**src/rtl/flash_lock_pkg.sv**
```systemverilog
// Package: shared command encoding for the lock-protection controller.
// Assumes the command field is decoded upstream into these 3-bit codes.
package flash_lock_pkg;
    typedef enum logic [2:0] {
        CMD_NONE       = 3'd0,
        CMD_SET_BLOCK  = 3'd1,
        CMD_SET_MASTER = 3'd2,
        CMD_CLR_BLOCKS = 3'd3,
        CMD_ERASE      = 3'd4,
        CMD_WRITE      = 3'd5
    } lock_cmd_e;
endpackage

```
**src/rtl/flash_lock_policy.sv**
```systemverilog
// Module: flash_lock_policy
// Purely combinational decision for one request: accept or refuse, which
// error flag to raise, and which lock update to perform.
// Assumes NUM_BLOCKS is a power of two so every index is in range.
module flash_lock_policy
    import flash_lock_pkg::*;
#(
    parameter int NUM_BLOCKS = 16,
    localparam int IDX_W = $clog2(NUM_BLOCKS)
) (
    input  logic                  valid,
    input  logic [2:0]            cmd,
    input  logic [IDX_W-1:0]      blk,
    input  logic                  busy,
    input  logic [NUM_BLOCKS-1:0] lock_q,
    input  logic                  master_q,
    output logic                  accept,
    output logic                  refuse,
    output logic                  flag_erase,
    output logic                  flag_write,
    output logic                  do_set_blk,
    output logic                  do_set_master,
    output logic                  do_clear
);
    lock_cmd_e cmd_e;
    assign cmd_e = lock_cmd_e'(cmd);

    // Evaluate the request against busy state, master bit and block bit.
    always_comb begin
        accept        = 1'b0;
        refuse        = 1'b0;
        flag_erase    = 1'b0;
        flag_write    = 1'b0;
        do_set_blk    = 1'b0;
        do_set_master = 1'b0;
        do_clear      = 1'b0;
        if (valid) begin
            if (busy) begin
                refuse = 1'b1;
            end else begin
                case (cmd_e)
                    CMD_SET_BLOCK: begin
                        if (master_q) begin
                            refuse     = 1'b1;
                            flag_write = 1'b1;
                        end else begin
                            accept     = 1'b1;
                            do_set_blk = 1'b1;
                        end
                    end
                    CMD_SET_MASTER: begin
                        accept        = 1'b1;
                        do_set_master = 1'b1;
                    end
                    CMD_CLR_BLOCKS: begin
                        if (master_q) begin
                            refuse     = 1'b1;
                            flag_erase = 1'b1;
                        end else begin
                            accept   = 1'b1;
                            do_clear = 1'b1;
                        end
                    end
                    CMD_ERASE: begin
                        if (lock_q[blk]) begin
                            refuse     = 1'b1;
                            flag_erase = 1'b1;
                        end else begin
                            accept = 1'b1;
                        end
                    end
                    CMD_WRITE: begin
                        if (lock_q[blk]) begin
                            refuse     = 1'b1;
                            flag_write = 1'b1;
                        end else begin
                            accept = 1'b1;
                        end
                    end
                    default: refuse = 1'b1;
                endcase
            end
        end
    end
endmodule

```
**src/rtl/flash_lock_bits.sv**
```systemverilog
// Module: flash_lock_bits
// Holds the per-block lock bits and the master lock bit.
// Assumes do_set_blk and do_clear are never both high (policy guarantees).
module flash_lock_bits #(
    parameter int                  NUM_BLOCKS  = 16,
    parameter logic [NUM_BLOCKS-1:0] LOCK_INIT = '0,
    parameter logic                MASTER_INIT = 1'b0,
    localparam int IDX_W = $clog2(NUM_BLOCKS)
) (
    input  logic                  clk,
    input  logic                  rst_n,
    input  logic                  do_set_blk,
    input  logic                  do_set_master,
    input  logic                  do_clear,
    input  logic [IDX_W-1:0]      blk,
    output logic [NUM_BLOCKS-1:0] lock_q,
    output logic                  master_q
);
    // Update block lock bits: clear all, or set the addressed one.
    always_ff @(posedge clk) begin
        if (!rst_n) begin
            lock_q <= LOCK_INIT;
        end else if (do_clear) begin
            lock_q <= '0;
        end else if (do_set_blk) begin
            lock_q[blk] <= 1'b1;
        end
    end

    // Master bit: only set here, only reset clears it.
    always_ff @(posedge clk) begin
        if (!rst_n) begin
            master_q <= MASTER_INIT;
        end else if (do_set_master) begin
            master_q <= 1'b1;
        end
    end

    // master bit never falls outside reset
    p_master_sticky_r5: assert property (@(posedge clk) disable iff (!rst_n)
        master_q |=> master_q);

    // with master set, block bits cannot move
    p_blocks_frozen_r3: assert property (@(posedge clk) disable iff (!rst_n)
        master_q |=> $stable(lock_q));
endmodule

```
**src/rtl/flash_lock_status.sv**
```systemverilog
// Module: flash_lock_status
// Sticky error flags and the busy timer started by each grant.
// Assumes grants never arrive while busy (policy refuses them).
module flash_lock_status #(
    parameter int BUSY_CYCLES = 4,
    localparam int CNT_W = $clog2(BUSY_CYCLES + 1)
) (
    input  logic clk,
    input  logic rst_n,
    input  logic start,
    input  logic set_erase,
    input  logic set_write,
    input  logic clr_status,
    output logic busy,
    output logic err_erase,
    output logic err_write
);
    logic [CNT_W-1:0] cnt_q;

    // Busy timer: load on grant, count down to zero.
    always_ff @(posedge clk) begin
        if (!rst_n) begin
            cnt_q <= '0;
        end else if (start) begin
            cnt_q <= CNT_W'(BUSY_CYCLES);
        end else if (cnt_q != '0) begin
            cnt_q <= cnt_q - 1'b1;
        end
    end

    assign busy = (cnt_q != '0);

    // Error flags: clear first, then a new error overrides the clear.
    always_ff @(posedge clk) begin
        if (!rst_n) begin
            err_erase <= 1'b0;
            err_write <= 1'b0;
        end else begin
            if (clr_status) begin
                err_erase <= 1'b0;
                err_write <= 1'b0;
            end
            if (set_erase) err_erase <= 1'b1;
            if (set_write) err_write <= 1'b1;
        end
    end

    // flags persist without a clear
    p_err_sticky_r8: assert property (@(posedge clk) disable iff (!rst_n)
        (err_erase && !clr_status) |=> err_erase);

    // a new error on a clear cycle still lands
    p_set_wins_r8: assert property (@(posedge clk) disable iff (!rst_n)
        (set_write && clr_status) |=> err_write);

    // a grant always produces busy next cycle
    p_busy_start_r7: assert property (@(posedge clk) disable iff (!rst_n)
        start |=> busy);
endmodule

```
**src/rtl/flash_lock_ctrl.sv**
```systemverilog
// Module: flash_lock_ctrl (top)
// Two-level lock protection for a block array: per-block bits gate erase
// and write; a master bit gates changes to the per-block bits.
// Assumes one request per strobe and registered one-cycle responses.
module flash_lock_ctrl
    import flash_lock_pkg::*;
#(
    parameter int                    NUM_BLOCKS  = 16,
    parameter logic [NUM_BLOCKS-1:0] LOCK_INIT   = '0,
    parameter logic                  MASTER_INIT = 1'b0,
    parameter int                    BUSY_CYCLES = 4,
    localparam int IDX_W = $clog2(NUM_BLOCKS)
) (
    input  logic                  clk,
    input  logic                  rst_n,
    input  logic                  req_valid,
    input  logic [2:0]            req_cmd,
    input  logic [IDX_W-1:0]      req_blk,
    input  logic                  clr_status,
    output logic                  grant,
    output logic                  reject,
    output logic                  busy,
    output logic                  err_erase,
    output logic                  err_write,
    output logic [NUM_BLOCKS-1:0] lock_bits,
    output logic                  master_lock
);
    logic accept, refuse, flag_erase, flag_write;
    logic do_set_blk, do_set_master, do_clear;

    flash_lock_policy #(.NUM_BLOCKS(NUM_BLOCKS)) u_policy (
        .valid(req_valid), .cmd(req_cmd), .blk(req_blk), .busy(busy),
        .lock_q(lock_bits), .master_q(master_lock),
        .accept(accept), .refuse(refuse),
        .flag_erase(flag_erase), .flag_write(flag_write),
        .do_set_blk(do_set_blk), .do_set_master(do_set_master),
        .do_clear(do_clear)
    );

    flash_lock_bits #(
        .NUM_BLOCKS(NUM_BLOCKS), .LOCK_INIT(LOCK_INIT), .MASTER_INIT(MASTER_INIT)
    ) u_bits (
        .clk(clk), .rst_n(rst_n),
        .do_set_blk(do_set_blk), .do_set_master(do_set_master),
        .do_clear(do_clear), .blk(req_blk),
        .lock_q(lock_bits), .master_q(master_lock)
    );

    flash_lock_status #(.BUSY_CYCLES(BUSY_CYCLES)) u_status (
        .clk(clk), .rst_n(rst_n), .start(accept),
        .set_erase(flag_erase), .set_write(flag_write),
        .clr_status(clr_status),
        .busy(busy), .err_erase(err_erase), .err_write(err_write)
    );

    // Register the response pulses one cycle after the strobe.
    always_ff @(posedge clk) begin
        if (!rst_n) begin
            grant  <= 1'b0;
            reject <= 1'b0;
        end else begin
            grant  <= accept;
            reject <= refuse;
        end
    end

    // responses exclusive
    p_resp_excl_r6: assert property (@(posedge clk) disable iff (!rst_n)
        !(grant && reject));

    // no response without a strobe
    p_no_spurious_r6: assert property (@(posedge clk) disable iff (!rst_n)
        !req_valid |=> !(grant || reject));

    // erase to a locked idle block is refused and flagged
    p_locked_erase_r2: assert property (@(posedge clk) disable iff (!rst_n)
        (req_valid && !busy && req_cmd == CMD_ERASE && lock_bits[req_blk])
        |=> (reject && err_erase));

    // strobe while busy is refused
    p_busy_reject_r7: assert property (@(posedge clk) disable iff (!rst_n)
        (req_valid && busy) |=> (reject && $stable(lock_bits)));
endmodule

```
**config.mk**
```make
export PLATFORM = sky130hd
export DESIGN_NAME = flash_lock_ctrl
export DESIGN_NICKNAME = d
export VERILOG_FILES = /design/src/rtl/flash_lock_pkg.sv /design/src/rtl/flash_lock_policy.sv /design/src/rtl/flash_lock_bits.sv /design/src/rtl/flash_lock_status.sv /design/src/rtl/flash_lock_ctrl.sv
export SDC_FILE = /design/constraint.sdc
export NUM_CORES = 1
export LEC_CHECK = 0
export BUFFER_PORTS_ARGS = -buffer_cell sky130_fd_sc_hd__buf_2
export CORE_UTILIZATION = 31
export CTS_BUF_LIST = sky130_fd_sc_hd__clkbuf_8
export DETAILED_ROUTE_END_ITERATION = 8
export PLACE_DENSITY_LB_ADDON = 0.1
export SKIP_LAST_GASP = 1
export SYNTH_ARGS = -nofsm -noshare
export SYNTH_HDL_FRONTEND = slang
export SYNTH_SLANG_ARGS = --single-unit
export TNS_END_PERCENT = 5
```
**constraint.sdc**
```tcl
create_clock -name clk -period 2.29 [get_ports clk]
set_input_delay 0.458 -clock clk [delete_from_list [all_inputs] [get_ports clk]]
set_output_delay 0.458 -clock clk [all_outputs]
set_load 0.02 [all_outputs]
```
==> results.toml <==
[drt]
dr.pass1.iters = 4
wl_per_cell_um = 12.77
antenna_left = 0
vias = 1083
viasPerCell = 4.945
wl_um = 2796
initialDrtViolationCount = 19
drc = 0

[cells_and_area]
num-nets-final = 188
fillCellCount = 369
instances_no_fill = 219
diodes = 0
finalInstanceArea_um2 = 1455
drive_gt1_share_pct = 28.90
area_growth_syn_to_layout_pct = 24.25

[sta]
finalCriticalPeriod_ns = 1.996
setup_slack_ns = 0.2939
max_freq_ghz = 0.5010
finalCritPeriodShare_pct = 87.16
finalHoldViolations = 0
final_max_slew_viol_count = 0
setup_viol = 0
setup_tns_ns = 0
rsz0062_at_grt = "no"
worst_slew_pin_slew_ns = 0.4216
fin_skew_ns = 0.005009
relSlewSlack_pct = 71.63

[cts]
cts_tree = "yes"
cts_max_level = 1
cts.repair.resized = 0
numCtsBuffers = 3
cts_hold_buf = 0
clock_sinks = 24
postCtsSetupBuffers = 0
clkTransAtPathRegs_ns = 0.08
root_buffer = "clkbuf_8"
insertion_delay_ns = 0.27
cts_buffer_depth = 2

[yosys]
yosysWarningCount = 0
synthCells = 135
syn_nets = 149
ys_seq_area_share_pct = 41.03
synth_area_um2 = 1171
synth_area_per_cell_um2 = 8.675
synth_edf_count = 0
synthArstFlopShare_pct = 0
synthDistinctLibCells = 31
ys_seq_elements = 24
yosys_most_used_dff = "dfxtp_1"

[grt]
antenna_found_initial = 0
grt_pass1_wl_um = 4616
grt_max_degree = 17
grt_overflow = 0
track_usage_pct = 14.64
grt_pass1_vias = 1099

[setup_path]
worstSetupEndpointType = "flip-flop"
crit-reg2reg-launch = "u_status.cnt_q[0]$_SDFFE_PP0P_"
arrival_ns = 2.20
critPathMaxFanout = 9
rr_worst_depth = 8
r2r_end = "u_bits.lock_q[11]$_SDFFE_PP0P_"
startpoint_type = "flip-flop"
r2r_slack_ns = 0.29
critical_path_class = "flip-flop to flip-flop"
critical_path_required_ns = 2.49

[placement]
port_buffers = 32
dp.cells = 215
gp_congestion = 0.7242
placed_cell_area_um2 = 1400
dp_hpwl_um = 2201
place_ws_ns = 0.1905

[floorplan]
initial_core_util_pct = 33.77
dieArea_um2 = 4028
die-height_um = 63.47
ios = 33
die_w_um = 63.47
rows = 21
core_um2 = 3468

[min_path]
min_to = "reject$_SDFF_PN0_"
min_path_cells = 3
min_from = "req_valid"
hp-class = "input pin to flip-flop"

[power]
p_per_area_nw_per_um2 = 745.4
vdd_drop_max_uv = 249.8
p_leak_nw = 0.6791

[job]
cap_violations = 0

[run_status]
status = "completed"
registers in the layout, summed over array words and instances, names as in the netlist:
| signal | cells |
|---|---|
| u_bits.lock_q | 16 |
| reject | 1 |
| u_status.err_erase | 1 |
| u_status.err_write | 1 |
| u_bits.master_q | 1 |
| grant | 1 |
| u_status.cnt_q | 3 |
worst max-delay path: stages, from the launching register on:
cell	delay (ns)
dfxtp_1	0.33
inv_1	0.05
ha_1	0.17
ha_1	0.33
nand4b_1	0.30
nor4_1	0.40
buf_4	0.19
a21oi_1	0.06
nor2_1	0.10
kinds of logic after synthesis:
| kind of cell | after synthesis | synth area share, % |
|---|---|---|
| buffers and inverters | 16 | 7.372 |
| DFF | 24 | 41.03 |
| AOI/OAI and AO/OA | 36 | 17.73 |
| xor gates and xnor gates | 1 | 0.7480 |
| adders and majority gates | 3 | 3.205 |
| muxes | 10 | 10.68 |
| and+or+nand+nor | 45 | 19.23 |
cell usage after synthesis (2+ instances only):
master   number  area, µm²
buf_4         3      22.52
o21ai_0       4      20.02
nor2_1       20      75.07
nor4_1        4      25.02
a31oi_1       4      25.02
and2_1        2      12.51
dfxtp_1      24      480.5
nor3_1        2      10.01
nand2_1       6      22.52
buf_6         2      22.52
o21a_1        2      15.01
mux2i_1       8      80.08
mux4_2        2      45.04
ha_1          3      37.54
nor2b_1       4      25.02
inv_1        10      37.54
a21oi_1      21      105.1
stage by stage:
step | power, mW | utilization [%] | hold slack [ns]
2_1_floorplan | 0.7530 | - | 0.5090
3_3_place_gp | 0.8059 | 40.37 | 0.4803
3_5_place_dp | 0.8133 | 40.37 | 0.4853
4_1_cts | 1.101 | 41.96 | 0.4188
5_1_grt | 1.161 | 41.96 | 0.4314
6_report | 1.085 | 41.96 | 0.4226
cell usage in the layout (no fill, tap or decap), drive strengths merged:
cell / count
a41oi: 1
or2: 1
a31oi: 4
and3: 1
dfxtp: 24
and3b: 1
a221o: 1
nor3b: 1
mux4: 2
and2: 2
mux2i: 8
a32o: 1
inv: 10
nor2b: 4
nor4: 4
o21a: 2
xnor2: 1
nor2: 20
nand4b: 1
nor3: 2
a21oi: 21
nand2: 6
a22oi: 1
o21ai: 5
or2b: 2
ha: 3
buf: 40
clkbuf: 4
power breakdown:
group / switching (mW) / total, mW / internal (mW)
Clock: 0.132 / 0.286 / 0.154
Combinational: 0.206 / 0.334 / 0.128
Sequential: 0.0158 / 0.465 / 0.449
Total: 0.354 / 1.08 / 0.730
worst max path at each step:
| stage | from | endpoint | slack (ns) | cells after the start |
|---|---|---|---|---|
| after detailed placement | req_blk[0] | grant$_SDFF_PN0_ | 0.19 | 5 |
| after floorplan | req_blk[0] | grant$_SDFF_PN0_ | 0.39 | 5 |
| after global placement | req_blk[0] | grant$_SDFF_PN0_ | 0.24 | 5 |
| after global routing | u_status.cnt_q[1]$_SDFFE_PP0P_ | u_bits.lock_q[13]$_SDFFE_PP0P_ | 0.09 | 8 |
| final | u_status.cnt_q[0]$_SDFFE_PP0P_ | u_bits.lock_q[11]$_SDFFE_PP0P_ | 0.29 | 8 |
| after CTS | u_status.cnt_q[0]$_SDFFE_PP0P_ | u_bits.lock_q[13]$_SDFFE_PP0P_ | 0.26 | 8 |
routing by layer:
layer	GRT usage (%)	vias up	share of wire [%]
met5	0	-	0
met4	6.534	0	1.6
met3	2.899	5	3.8
met2	25.66	27	48
met1	16.96	503	47
li1	-	548	-
cell type report:
| class | instances | area (µm²) | share of cell area (%) |
|---|---|---|---|
| Sequential cell | 24 | 480.5 | 33.02 |
| Timing Repair Buffer | 40 | 220.2 | 15.13 |
| Multi-Input combinational cell | 95 | 604.3 | 41.53 |
| Inverter | 10 | 37.54 | 2.580 |
| Tap cell | 46 | 57.56 | 3.955 |
| Clock buffer | 4 | 55.05 | 3.783 |
Note: power is estimated with default switching activity, not from simulation.
